--- src/rtl/irq_prio_resolver.sv ---
module irq_prio_resolver #(
  parameter int N_LVL    = 8,
  parameter int CASC_LVL = 2
) (
  input  logic                     clk,
  input  logic                     rst_n,
  input  logic [N_LVL-1:0]         req_i,
  input  logic [N_LVL-1:0]         mask_i,
  input  logic [N_LVL-1:0]         line_i,
  input  logic                     sfnm_i,
  input  logic                     smm_i,
  input  logic                     aeoi_i,
  input  logic                     cmd_valid_i,
  input  logic                     cmd_eoi_i,
  input  logic                     cmd_specific_i,
  input  logic                     cmd_rotate_i,
  input  logic [$clog2(N_LVL)-1:0] cmd_level_i,
  input  logic                     ack_i,
  input  logic [$clog2(N_LVL)-1:0] ack_level_i,
  output logic                     pend_valid_o,
  output logic [$clog2(N_LVL)-1:0] pend_level_o,
  output logic                     irq_o,
  output logic [N_LVL-1:0]         isr_o,
  output logic [$clog2(N_LVL)-1:0] lowprio_o,
  output logic [N_LVL-1:0]         req_clear_o
);
  localparam int LW = $clog2(N_LVL);
  localparam logic [LW-1:0] TOP_LVL = LW'(N_LVL - 1);
  localparam logic [N_LVL-1:0] ONE = N_LVL'(1);
  localparam logic [N_LVL-1:0] CASC_BIT = ONE << CASC_LVL;

  logic [N_LVL-1:0] isr_q;
  logic [LW-1:0]    low_q;
  logic             rot_q;
  logic             irq_q;

  logic [N_LVL-1:0] blk;
  logic [N_LVL-1:0] eoi_cand;
  logic             win_v, eoi_v;
  logic [LW-1:0]    win_l, eoi_l;

  assign blk      = smm_i ? '0 : (isr_q & ~(sfnm_i ? CASC_BIT : '0));
  assign eoi_cand = isr_q & ~(smm_i ? mask_i : '0);

  always_comb begin
    logic stop;
    logic [LW-1:0] lvl;
    stop  = 1'b0;
    lvl   = '0;
    win_v = 1'b0;
    win_l = TOP_LVL;
    for (int i = 0; i < N_LVL; i++) begin
      lvl = LW'((int'(low_q) + 1 + i) % N_LVL);
      if (!stop) begin
        if (blk[lvl]) begin
          stop = 1'b1;
        end else if (req_i[lvl] && !mask_i[lvl]) begin
          win_v = 1'b1;
          win_l = lvl;
          stop  = 1'b1;
        end
      end
    end
  end

  always_comb begin
    logic [LW-1:0] lvl;
    lvl   = '0;
    eoi_v = 1'b0;
    eoi_l = '0;
    for (int i = 0; i < N_LVL; i++) begin
      lvl = LW'((int'(low_q) + 1 + i) % N_LVL);
      if (!eoi_v && eoi_cand[lvl]) begin
        eoi_v = 1'b1;
        eoi_l = lvl;
      end
    end
  end

  logic          tgt_v;
  logic [LW-1:0] tgt_l;
  assign tgt_v = cmd_specific_i | eoi_v;
  assign tgt_l = cmd_specific_i ? cmd_level_i : eoi_l;

  always_ff @(posedge clk) begin
    if (!rst_n) begin
      isr_q <= '0;
      low_q <= TOP_LVL;
      rot_q <= 1'b0;
      irq_q <= 1'b0;
    end else begin
      irq_q <= ack_i ? 1'b0 : (irq_q | win_v);
      if (ack_i) begin
        if (!aeoi_i)    isr_q[ack_level_i] <= 1'b1;
        else if (rot_q) low_q <= ack_level_i;
      end else if (cmd_valid_i) begin
        rot_q <= cmd_rotate_i;
        if (cmd_eoi_i) begin
          if (tgt_v) begin
            isr_q[tgt_l] <= 1'b0;
            if (cmd_rotate_i) low_q <= tgt_l;
          end
        end else if (cmd_specific_i && cmd_rotate_i) begin
          low_q <= cmd_level_i;
        end
      end
    end
  end

  assign pend_valid_o = win_v;
  assign pend_level_o = win_l;
  assign irq_o        = irq_q;
  assign isr_o        = isr_q;
  assign lowprio_o    = low_q;
  assign req_clear_o  = ack_i ? ((ONE << ack_level_i) & ~line_i) : '0;
endmodule


--- config.mk ---
export PLATFORM = sky130hd
export DESIGN_NAME = irq_prio_resolver
export DESIGN_NICKNAME = d
export VERILOG_FILES = /design/src/rtl/irq_prio_resolver.sv
export SDC_FILE = /design/constraint.sdc
export NUM_CORES = 1
export LEC_CHECK = 0
export BUFFER_PORTS_ARGS = -buffer_cell sky130_fd_sc_hd__buf_2
export CAP_MARGIN = 20
export CORE_MARGIN = 10
export CORE_UTILIZATION = 35
export DETAILED_ROUTE_END_ITERATION = 7
export GPL_TIMING_DRIVEN = 0
export PLACE_DENSITY_LB_ADDON = 0.05
export SKIP_LAST_GASP = 1
export SLEW_MARGIN = 5
export SYNTH_ARGS = -nofsm -noshare
export SYNTH_HDL_FRONTEND = slang
export SYNTH_SLANG_ARGS = --single-unit
--- constraint.sdc ---
create_clock -name clk -period 11.3 [get_ports clk]
set_clock_uncertainty 0.05 [all_clocks]
set_input_delay 2.26 -clock clk [delete_from_list [all_inputs] [get_ports clk]]
set_output_delay 2.26 -clock clk [all_outputs]
set_load 0.05 [all_outputs]
==> qor.csv <==
metric,value,unit
cap_violations,0,
clk_pin_slew,0.07,ns
layout-drive-gt1-share,26.2,%
synthArstFlopShare,0,%
htreeDepth,1,
start_kind,primary input,
cts_resized,0,
cp_max_fo,10,
fin_crit_sh,67.1,%
irDropWorstVdd,0.0000396,V
hp-class,reg2reg,
drt-initial-drc-count,289,
ioPinCount,64,
die-area,0.0129,mm²
synth-edff-count,0,
initial_utilization,35.6,%
cts.sinks,13,
fin_cells,566,
n_antenna_cell,0,
postCtsHoldBufs,0,
synth_area,0.00307,mm²
max_freq,132,MHz
nNetsFinal,501,
io_buffers,61,
yosysWarnings,0,
powerDensity,90.5,mW/mm²
crit_path_end_kind,output pin,
grt_max_degree,11,
dieHeight,114,µm
slew_viol_final,0,
viasPerCell,6.25,
core-area,0.00864,mm²
routed_wirelength,12400,µm
synth_compound_gate_area_share,26.9,%
dr.pass1.iters,5,
grt_pass1_wl,19800,µm
setup_viol,0,
fin_crit,7.58,ns
synth.area.mux_share,26.0,%
synth_xor_area_share,2.73,%
clk_latency,0.25,ns
avgSynthCellArea,7.82,µm²
worst_pin_slew,0.907,ns
p_leak,1.41,nW
syn_nets,435,
dieWidth,114,µm
hold_slack,0.431,ns
grt_setup_unrepaired,false,
synth_top_flop_cell,dfxtp_1,
crit_type,in2out,
slew_headroom,39.0,%
final_hold_viol_count,0,
first_global_vias,3595,
cts_setup_buffers,0,
setup_tns,0,ns
ys_ff_latch,13,
drc,0,
grt_util_all_layers,18.9,%
crit_arrival,5.27,ns
place.gp.congestion,0.966,
synthCells,393,
rows,34,
required,8.99,ns
outcome,"finished, final reports clean",
synthAdderAreaFrac,0.814,%
root_buffer,clkbuf_8,
cts_tree,yes,
ys_seq_area_share,8.47,%
hpwlAfterDp,10200,µm
overflow,0,
numCtsBuffers,3,
postRouteAntennaNets,0,
placed_area,0.00351,mm²
dp.cells,562,
stdcell_area,0.00356,mm²
routedWlPerCell,21.8,µm
yosysUniqueCellTypes,70,
fill_cells,935,
clock_path_buffers,2,
synth_top_family_by_area,simple AND/OR/NAND/NOR gates,
num_vias,3538,
antenna_found_initial,0,
yosys.area_share.simple,29.7,%
area_delta_synth_final,15.8,%
## placed cells by master (no fill, tap or decap), drive strengths merged, types with 3 or more instances in the layout
master	count
a211oi	4
a21boi	10
a21oi	18
a22o	3
a22oi	4
a2bb2oi	3
a31oi	13
a32oi	3
and2	4
buf	77
clkbuf	13
dfxtp	13
inv	10
mux2	8
mux2i	21
mux4	22
nand2	28
nand2b	18
nand3	8
nor2	30
nor2b	14
nor3	33
nor4	6
o211ai	9
o21ai	13
o22a	4
o22ai	4
o31ai	3
or3	10
or3b	3
xnor2	5
## report_power, final
group	switching (mW)	total, mW	internal [mW]	leakage (nW)
Clock	0.0209	0.0453	0.0244	0.0255
Sequential	0.00200	0.0498	0.0478	0.106
Combinational	0.149	0.227	0.0786	1.28
## flip-flops by register name, summed over array words and instances (netlist names)
register / count
irq_o: 1
isr_o: 8
lowprio_o: 3
rot_q: 1
## stage by stage
step | util (%) | setup WS, ns | total power [mW]
floorplan | - | 4.10 | 0.218
global placement | 40.7 | 3.72 | 0.277
detailed placement | 40.7 | 3.76 | 0.277
CTS | 41.2 | 3.73 | 0.323
global route | 41.2 | 3.43 | 0.345
finish | 41.2 | 3.72 | 0.322
## critical path: stages
cell and delay, ns:
buf_2 0.13, clkbuf_1 0.37, inv_1 0.18, and2_1 0.21
o22a_1 0.25, nor4b_1 0.56, nand3_2 0.26, nor4_1 0.42
or3_1 0.25, or3_1 0.12, buf_2 0.25
## final cells by class
class / instances / area [µm²] / area share, %
Timing Repair Buffer: 61 / 305 / 8.58
Clock inverter: 1 / 5.00 / 0.141
Inverter: 10 / 40.0 / 1.12
Multi-Input combinational cell: 344 / 2650 / 74.4
Sequential cell: 13 / 260 / 7.31
Buffer: 26 / 125 / 3.51
Tap cell: 108 / 135 / 3.80
Clock buffer: 3 / 41.3 / 1.16
## routing by layer
metal	GRT usage (%)	wire length, µm
met5	0	0
met4	4.82	259
met3	3.62	889
met2	32.0	5890
met1	24.1	5320
## synth_stat cells (all sizes together), types with 2 or more instances
| cell type | count | area share [%] |
|---|---|---|
| a31oi | 13 | 2.6 |
| a21o | 2 | 0.49 |
| ha | 2 | 0.81 |
| a32oi | 3 | 0.86 |
| xor2 | 2 | 0.57 |
| nor4bb | 2 | 0.65 |
| mux2 | 8 | 2.9 |
| inv | 10 | 1.3 |
| nand2 | 28 | 3.4 |
| a2111oi | 2 | 0.98 |
| a21oi | 18 | 2.9 |
| nor3 | 33 | 5.7 |
| nor2 | 30 | 3.7 |
| and2 | 4 | 0.81 |
| nand3 | 8 | 1.5 |
| or3 | 10 | 2.0 |
| and3 | 2 | 0.41 |
| o311ai | 2 | 0.57 |
| mux4 | 22 | 16 |
| mux2i | 21 | 6.8 |
| xnor2 | 5 | 2.2 |
| o31ai | 3 | 0.73 |
| or3b | 3 | 0.86 |
| o211ai | 9 | 2.2 |
| o22a | 4 | 1.1 |
| a21boi | 10 | 2.4 |
| o21ai | 13 | 2.1 |
| o22ai | 4 | 0.81 |
| a211o | 2 | 0.57 |
| o221ai | 2 | 0.57 |
| a211oi | 4 | 0.98 |
| nand3b | 2 | 0.49 |
| o41ai | 2 | 0.57 |
| clkbuf | 10 | 1.2 |
| a22oi | 4 | 0.98 |
| nor2b | 14 | 2.9 |
| buf | 16 | 2.9 |
| dfxtp | 13 | 8.5 |
| a22o | 3 | 0.86 |
| o32ai | 2 | 0.57 |
| or2 | 2 | 0.41 |
| nor4 | 6 | 1.2 |
| nand2b | 18 | 3.7 |
| a2bb2oi | 3 | 0.86 |
| a221oi | 2 | 0.57 |
## final timing paths
| kind | start | to | slack, ns | depth (start not counted) |
|---|---|---|---|---|
| setup / recovery | smm_i | pend_valid_o | 3.72 | 11 |
| hold / removal | rot_q | rot_q | 0.43 | 2 |
| setup reg to reg | lowprio_o[0] | isr_o[5] | 6.74 | 14 |
| hold reg to reg | rot_q | rot_q | 0.43 | 2 |
## cell families after synthesis
| family | count (synthesis) |
|---|---|
| muxes | 51 |
| AOI/OAI and AO/OA | 115 |
| xor gates and xnor gates | 7 |
| buffers and inverters | 36 |
| adders and majority gates | 2 |
| DFF | 13 |
| and+or+nand+nor | 169 |
Power figures use the tool's default switching activity.
